$ cat config.mk
export PLATFORM = sky130hd
export DESIGN_NAME = acc_clr_status
export DESIGN_NICKNAME = d
export VERILOG_FILES = /design/src/rtl/acc_clr_pkg.sv /design/src/rtl/acc_clr_dec.sv /design/src/rtl/acc_clr_flag.sv /design/src/rtl/acc_clr_status.sv
export SDC_FILE = /design/constraint.sdc
export NUM_CORES = 1
export LEC_CHECK = 0
export BUFFER_PORTS_ARGS = -buffer_cell sky130_fd_sc_hd__clkbuf_2
export CAP_MARGIN = 5
export CORE_UTILIZATION = 38
export CTS_CLUSTER_SIZE = 10
export DETAILED_ROUTE_END_ITERATION = 16
export HOLD_SLACK_MARGIN = 0.06
export PLACE_DENSITY_LB_ADDON = 0.15
export SETUP_SLACK_MARGIN = 0.02
export SKIP_CTS_REPAIR_TIMING = 1
export SKIP_LAST_GASP = 1
export SYNTH_ARGS = -nofsm -noshare
export SYNTH_HDL_FRONTEND = slang
export SYNTH_SLANG_ARGS = --single-unit
$ cat constraint.sdc
create_clock -name clk -period 1.1 [get_ports clk]
set_input_delay 0.11 -clock clk [delete_from_list [all_inputs] [get_ports clk]]
set_output_delay 0.11 -clock clk [all_outputs]
set_load 0.01 [all_outputs]
$ cat src/rtl/acc_clr_pkg.sv
package acc_clr_pkg;
  localparam int NFLAGS = 8;
  localparam int B_VEC   = 0;
  localparam int B_CTRL  = 1;
  localparam int B_SEQ   = 2;
  localparam int B_M2F   = 3;
  localparam int B_F2M   = 4;
  localparam int B_FAULT = 5;
  localparam int B_SCSI  = 6;
  localparam int B_HREQ  = 7;

  // Local address whose access services flag idx
  function automatic logic [15:0] clear_addr(input int idx);
    case (idx)
      B_SCSI:  clear_addr = 16'h040D;
      B_HREQ:  clear_addr = 16'h048F;
      default: clear_addr = 16'h0488 + 16'(idx);
    endcase
  endfunction
endpackage

$ cat src/rtl/acc_clr_dec.sv
module acc_clr_dec #(
  parameter int ADDR_W = 16,
  parameter int NF     = acc_clr_pkg::NFLAGS
) (
  input  logic              stb,
  input  logic [ADDR_W-1:0] addr,
  output logic [NF-1:0]     hit
);
  for (genvar g = 0; g < NF; g++) begin : g_hit
    localparam logic [ADDR_W-1:0] MATCH = ADDR_W'(acc_clr_pkg::clear_addr(g));
    assign hit[g] = stb && (addr == MATCH);
  end
endmodule

$ cat src/rtl/acc_clr_flag.sv
module acc_clr_flag (
  input  logic clk,
  input  logic rst,
  input  logic set_i,
  input  logic clr_i,
  output logic flag_n
);
  // Active-low flag: a set event wins over a clear in the same cycle
  always_ff @(posedge clk) begin
    if (rst)        flag_n <= 1'b1;
    else if (set_i) flag_n <= 1'b0;
    else if (clr_i) flag_n <= 1'b1;
  end
endmodule

$ cat src/rtl/acc_clr_status.sv
module acc_clr_status #(
  parameter int ADDR_W = 16
) (
  input  logic              clk,
  input  logic              rst,
  input  logic              acc_stb,
  input  logic [ADDR_W-1:0] acc_addr,
  input  logic              fw_host_req,
  input  logic              host_ack,
  input  logic              scsi_irq_ev,
  input  logic              dma_fault_ev,
  input  logic              eop_f2m_ev,
  input  logic              eop_m2f_ev,
  input  logic              seq_cap_ev,
  input  logic              ctrl_acc_ev,
  input  logic              vec_acc_ev,
  input  logic              iack_cycle,
  output logic [7:0]        status_q
);
  import acc_clr_pkg::*;
  localparam int NF = NFLAGS;

  logic [NF-1:0] set_vec;
  logic [NF-1:0] hit_vec;
  logic [NF-1:0] clr_vec;
  logic [NF-1:0] flag_vec;

  always_comb begin
    set_vec          = '0;
    set_vec[B_VEC]   = vec_acc_ev && !iack_cycle;
    set_vec[B_CTRL]  = ctrl_acc_ev;
    set_vec[B_SEQ]   = seq_cap_ev;
    set_vec[B_M2F]   = eop_m2f_ev;
    set_vec[B_F2M]   = eop_f2m_ev;
    set_vec[B_FAULT] = dma_fault_ev;
    set_vec[B_SCSI]  = scsi_irq_ev;
    set_vec[B_HREQ]  = fw_host_req;
  end

  acc_clr_dec #(.ADDR_W(ADDR_W), .NF(NF)) u_dec (
    .stb  (acc_stb),
    .addr (acc_addr),
    .hit  (hit_vec)
  );

  always_comb begin
    clr_vec         = hit_vec;
    clr_vec[B_HREQ] = hit_vec[B_HREQ] | host_ack;
  end

  for (genvar i = 0; i < NF; i++) begin : g_flag
    acc_clr_flag u_flag (
      .clk    (clk),
      .rst    (rst),
      .set_i  (set_vec[i]),
      .clr_i  (clr_vec[i]),
      .flag_n (flag_vec[i])
    );
  end

  assign status_q = flag_vec;
endmodule

==> impl_metrics.py, run 1 <==
metrics = {
    "synthesis": {
        "synth_edf_count": 0,
        "yosysWarningCount": 0,
        "async_flop_share_pct": 0,
        "synth_cell_type_count": 22,
        "yosysTopAreaCell": "dfxtp_1",
        "synth_top_cell_area_share_pct": 31.8,
        "postSynthAreaPerCell_sq_um": 9.34,
        "yosys-top-cells-count": "buf_4 (8), dfxtp_1 (8), inv_1 (6), nand3_1 (5), a21oi_1 (4)",
        "synth_seq_area_share_pct": 31.8,
        "postSynthNetCount": 83,
        "synth_seq_cells": 8,
        "synth_area_leaders": "dfxtp_1 (32%), buf_4 (12%), nor4b_4 (9.4%), nand3_1 (5.0%), inv_1 (4.5%)",
        "synth_area_sq_um": 504,
        "synthCells": 54,
        "synth_flop_cell": "dfxtp_1",
    },
    "finish": {
        "layout.area.seq_sq_um": 160,
        "multi_input_area_sq_um": 262,
        "fill_cells": 125,
        "top_regs": "g_flag.u_flag.flag_n x8",
        "largest_reg_flops": 8,
        "regMostFlops": "g_flag.u_flag.flag_n",
        "nets": 119,
        "drive_above_1_share_pct": 52.3,
        "area_growth_pct": 37.2,
        "diodes": 0,
        "finish.instance_area_sq_um": 692,
    },
    "place": {
        "place.detailed.hpwl_um": 815,
        "numPortBuffers": 36,
        "place.gp.congestion": 0.704,
        "place_area_sq_um": 649,
    },
    "power": {
        "power_mw": 0.710,
        "powerDensity_nw_per_um2": 1030,
        "power_leakage_nw": 0.364,
        "peakVddDrop_v": 0.000776,
    },
    "global_route": {
        "antenna_found_initial": 0,
        "gr-total-overflow": 0,
        "track_usage_pct": 15.9,
        "grt_first_pass_wirelength_um": 1500,
        "grt_pass1_vias": 376,
        "grt_max_degree": 6,
    },
    "die": {
        "start_util_pct": 43.1,
        "fp-row-count": 12,
        "ioPinCount": 37,
        "die_h_um": 38.4,
        "dieArea_sq_um": 1480,
        "core_sq_um": 1170,
        "die_w_um": 38.4,
    },
    "detailed_routing": {
        "dr.first_iter.drc_count": 0,
        "drc": 0,
        "drt_wl_total_um": 991,
        "routedWlPerCell_um": 9.72,
        "ant_nets": 0,
        "vias_per_cell": 4.80,
        "drtPass1Iterations": 1,
        "vias": 490,
    },
    "sta": {
        "worst_pin_slew_ns": 0.261,
        "finalHoldViolCount": 0,
        "max_slew_margin_pct": 82.5,
        "final.min_clock_period_ns": 0.841,
        "skew_ns": 0,
        "rsz0062_at_grt": "false",
        "fmax_ghz": 1.19,
        "finalSetupViolCount": 0,
        "drv_slew": 0,
        "timing.final.crit_share_pct": 76.5,
    },
    "critical_path": {
        "path_max_fanout": 2,
        "critical_path.top_delay_family": "flip-flops",
        "regToRegStartpoint": "g_flag[7].u_flag.flag_n",
        "worstSetupEndpointType": "output pin",
        "cp.required_ns": 0.99,
        "crit_chain": "clkbuf_2",
        "crit_arrival_ns": 0.73,
        "reg2reg_setup_slack_ns": 0.39,
        "path_buf_inv": 1,
        "rr_worst_depth": 2,
        "max_stage_delay_ns": 0.34,
        "criticalPathCategory": "reg -> out",
        "rr_endpoint": "g_flag[7].u_flag.flag_n",
        "startpoint_type": "flip-flop",
        "cp_slowest_cell": "dfxtp_1",
    },
    "hold_path": {
        "hold_depth": 2,
        "hold_end": "g_flag[5].u_flag.flag_n",
        "hp-start": "dma_fault_ev",
        "min_path_type": "in -> reg",
    },
    "cts": {
        "clk_pin_slew_ns": 0.06,
        "cts_buffers": 3,
        "clk_latency_ns": 0.26,
        "h-tree-depth": 1,
        "cts_tree": "done",
        "cts.path.max_buffers": 2,
        "cts.sinks": 8,
        "cts_root_buf": "clkbuf_4",
    },
    "outcome": {
        "status": "finished, final reports clean",
    },
    "flow_run": {
        "cap_violations": 0,
    },
}
[stage by stage]
| stage | TNS (ns) | util [%] | hold WS [ns] | cells | worst slack, ns |
|---|---|---|---|---|---|
| global route | 0 | 59.1 | 0.0963 | 102 | 0.163 |
| detailed placement | -0.00488 | 55.4 | 0.321 | 97 | -0.00488 |
| global placement | 0 | 55.4 | 0.318 | 97 | 0.0170 |
| CTS | 0 | 57.4 | 0.0466 | 100 | 0.252 |
| finish | 0 | 59.1 | 0.0884 | 102 | 0.259 |
| floorplan | 0 | - | 0.208 | 54 | 0.179 |
[layout make-up]
class	count	area share, %
inverter	6	3.25
tap	14	2.53
timing repair buffer	39	30.0
clock buffer	3	3.25
multi-input combinational	32	37.8
sequential	8	23.1
[cell usage in the layout, fill, tap and decap left out, types with 2 or more instances in the layout]
| master | n |
|---|---|
| a21oi_1 | 4 |
| o31ai_1 | 2 |
| nand2b_1 | 2 |
| dlygate4sd3_1 | 2 |
| nor2_1 | 3 |
| clkbuf_4 | 3 |
| clkbuf_2 | 36 |
| nor4b_4 | 2 |
| inv_1 | 6 |
| nand3_1 | 5 |
| o221ai_1 | 2 |
| dfxtp_1 | 8 |
[cells by family after synthesis]
family / count (synthesis) / share of synthesized area [%]
buf+inv: 14 / 16.4
simple gates: 19 / 33.0
flops: 8 / 31.8
compound gates: 13 / 18.9
[worst max path at each step]
| stage | startpoint | to | cells after the start |
|---|---|---|---|
| finish | g_flag[1].u_flag.flag_n | status_q[1] | 1 |
| global route | acc_addr[13] | g_flag[5].u_flag.flag_n | 4 |
| CTS | acc_addr[9] | g_flag[5].u_flag.flag_n | 4 |
| detailed placement | acc_addr[9] | g_flag[7].u_flag.flag_n | 4 |
| global placement | acc_addr[9] | g_flag[5].u_flag.flag_n | 4 |
| floorplan | acc_addr[9] | g_flag[7].u_flag.flag_n | 3 |
[metal layers]
metal	routed length (um)	track usage, %	vias to the layer above
met4	11	7.76	0
met1	436	17.3	202
met5	0	0	-
met2	432	23.3	27
met3	110	11.0	2
li1	-	-	259
[power breakdown]
part	switching, mW	internal, mW
registers	0.00937	0.311
logic	0.0723	0.0834
clock network	0.109	0.125
total	0.191	0.520
Power figures use the tool's default switching activity.
==> run 2, diff against run 1 <==
==> constraint.sdc (replaced) <==
create_clock -name clk -period 0.8 [get_ports clk]
set_input_delay 0.08 -clock clk [delete_from_list [all_inputs] [get_ports clk]]
set_output_delay 0.08 -clock clk [all_outputs]
set_load 0.01 [all_outputs]
==> impl_metrics.py, run 2 (synthesis gave the netlist of run 1 again) <==
metrics = {
    "finish": {
        "fill_cells": 97,
        "diodes": 0,
        "largest_reg_flops": 8,
        "multi_input_area_sq_um": 262,
        "regMostFlops": "g_flag.u_flag.flag_n",
        "nets": 122,
        "area_growth_pct": 55.1,
        "final_cells": 105,
        "finish.instance_area_sq_um": 782,
        "top_regs": "g_flag.u_flag.flag_n x8",
        "layout.area.seq_sq_um": 170,
        "final_util_pct": 66.8,
        "layout_commonest_cell": "clkbuf_2",
        "drive_above_1_share_pct": 64.8,
        "final_cell_mix": "clkbuf_2 (26), buf_6 (10), dfxtp_2 (8), inv_1 (6), buf_4 (6)",
    },
    "die": {
        "dieArea_sq_um": 1480,
        "ioPinCount": 37,
        "fp-row-count": 12,
        "start_util_pct": 43.1,
        "die_w_um": 38.4,
        "die_h_um": 38.4,
        "core_sq_um": 1170,
    },
    "detailed_routing": {
        "ant_nets": 0,
        "vias_per_cell": 4.82,
        "drc": 0,
        "routedWlPerCell_um": 10.6,
        "dr.first_iter.drc_count": 4,
        "drt_wl_total_um": 1110,
        "vias": 506,
        "drtPass1Iterations": 4,
    },
    "place": {
        "place_area_sq_um": 679,
        "place.detailed.hpwl_um": 918,
        "dp.cells": 101,
        "place.gp.congestion": 0.736,
        "dp_slack_ns": -0.290,
        "numPortBuffers": 36,
    },
    "global_route": {
        "grt_max_degree": 6,
        "grt_pass1_vias": 429,
        "antenna_found_initial": 0,
        "grt_first_pass_wirelength_um": 1750,
        "track_usage_pct": 17.8,
        "gr-total-overflow": 0,
    },
    "cts": {
        "cts.sinks": 8,
        "clk_pin_slew_ns": 0.06,
        "cts_buffers": 3,
        "cts.path.max_buffers": 2,
        "cts_root_buf": "clkbuf_4",
        "clk_latency_ns": 0.25,
        "h-tree-depth": 1,
        "cts_tree": "done",
    },
    "critical_path": {
        "worstSetupEndpointType": "flip-flop",
        "startpoint_type": "input port",
        "cp.required_ns": 0.96,
        "path_max_fanout": 4,
        "criticalPathCategory": "in -> reg",
        "crit_chain": "buf_6, nor4_4, nand4_2, o311ai_1",
        "max_stage_delay_ns": 0.32,
        "crit_arrival_ns": 0.97,
        "cp_slowest_cell": "nor4_4",
    },
    "power": {
        "power_leakage_nw": 0.385,
        "powerDensity_nw_per_um2": 1310,
        "peakVddDrop_v": 0.000987,
    },
    "sta": {
        "max_slew_margin_pct": 81.7,
        "timing.final.crit_share_pct": 101,
        "final.min_clock_period_ns": 0.809,
        "skew_ns": 0,
        "drv_slew": 0,
        "fin_ws_ns": -0.00920,
        "tns_ns": -0.0173,
        "rsz0062_at_grt": "true",
        "fmax_ghz": 1.24,
        "finalSetupViolCount": 2,
        "finalHoldViolCount": 0,
        "worst_pin_slew_ns": 0.273,
    },
    "outcome": {
        "status": "finished with violations",
        "violations": "setup timing",
    },
    "flow_run": {
        "cap_violations": 0,
    },
    "hold_path": {
        "min_path_type": "in -> reg",
    },
}
run 2: critical path, delay by kind of cell:
kind,cells,cell delay [ns]
buf+inv,1,0.10
compound gates,1,0.26
simple gates,2,0.53
run 2: final cells by class:
| type | instances | area share [%] |
|---|---|---|
| tap | 14 | 2.24 |
| timing repair buffer | 42 | 36.8 |
| clock buffer | 3 | 2.88 |
| multi-input combinational | 32 | 33.4 |
| sequential | 8 | 21.8 |
| inverter | 6 | 2.88 |
run 2: metal layers:
layer	wire length [um]	GRT usage, %
met5	0	0
met4	9	7.76
met3	67	8.72
met2	532	27.5
met1	500	20.4
run 2: through the flow:
stage | hold slack, ns | total power, mW
floorplan | 0.178 | 0.565
global placement | 0.284 | 0.667
detailed placement | 0.296 | 0.673
CTS | 0.0155 | 0.996
global route | 0.00947 | 1.08
finish | 0.0180 | 1.03
run 2: worst paths after layout:
kind         slack, ns                    start                       to  cells past startpoint
max             -0.009             acc_addr[14]  g_flag[5].u_flag.flag_n                      4
min               0.02               eop_m2f_ev  g_flag[3].u_flag.flag_n                      2
max reg2reg       0.08  g_flag[7].u_flag.flag_n  g_flag[7].u_flag.flag_n                      2
min reg2reg       0.47  g_flag[1].u_flag.flag_n  g_flag[1].u_flag.flag_n                      2
run 2: report_power, final:
group          switching (mW)  internal, mW
sequential             0.0190         0.433
clock                   0.143         0.172
combinational           0.102         0.157
total                   0.263         0.763
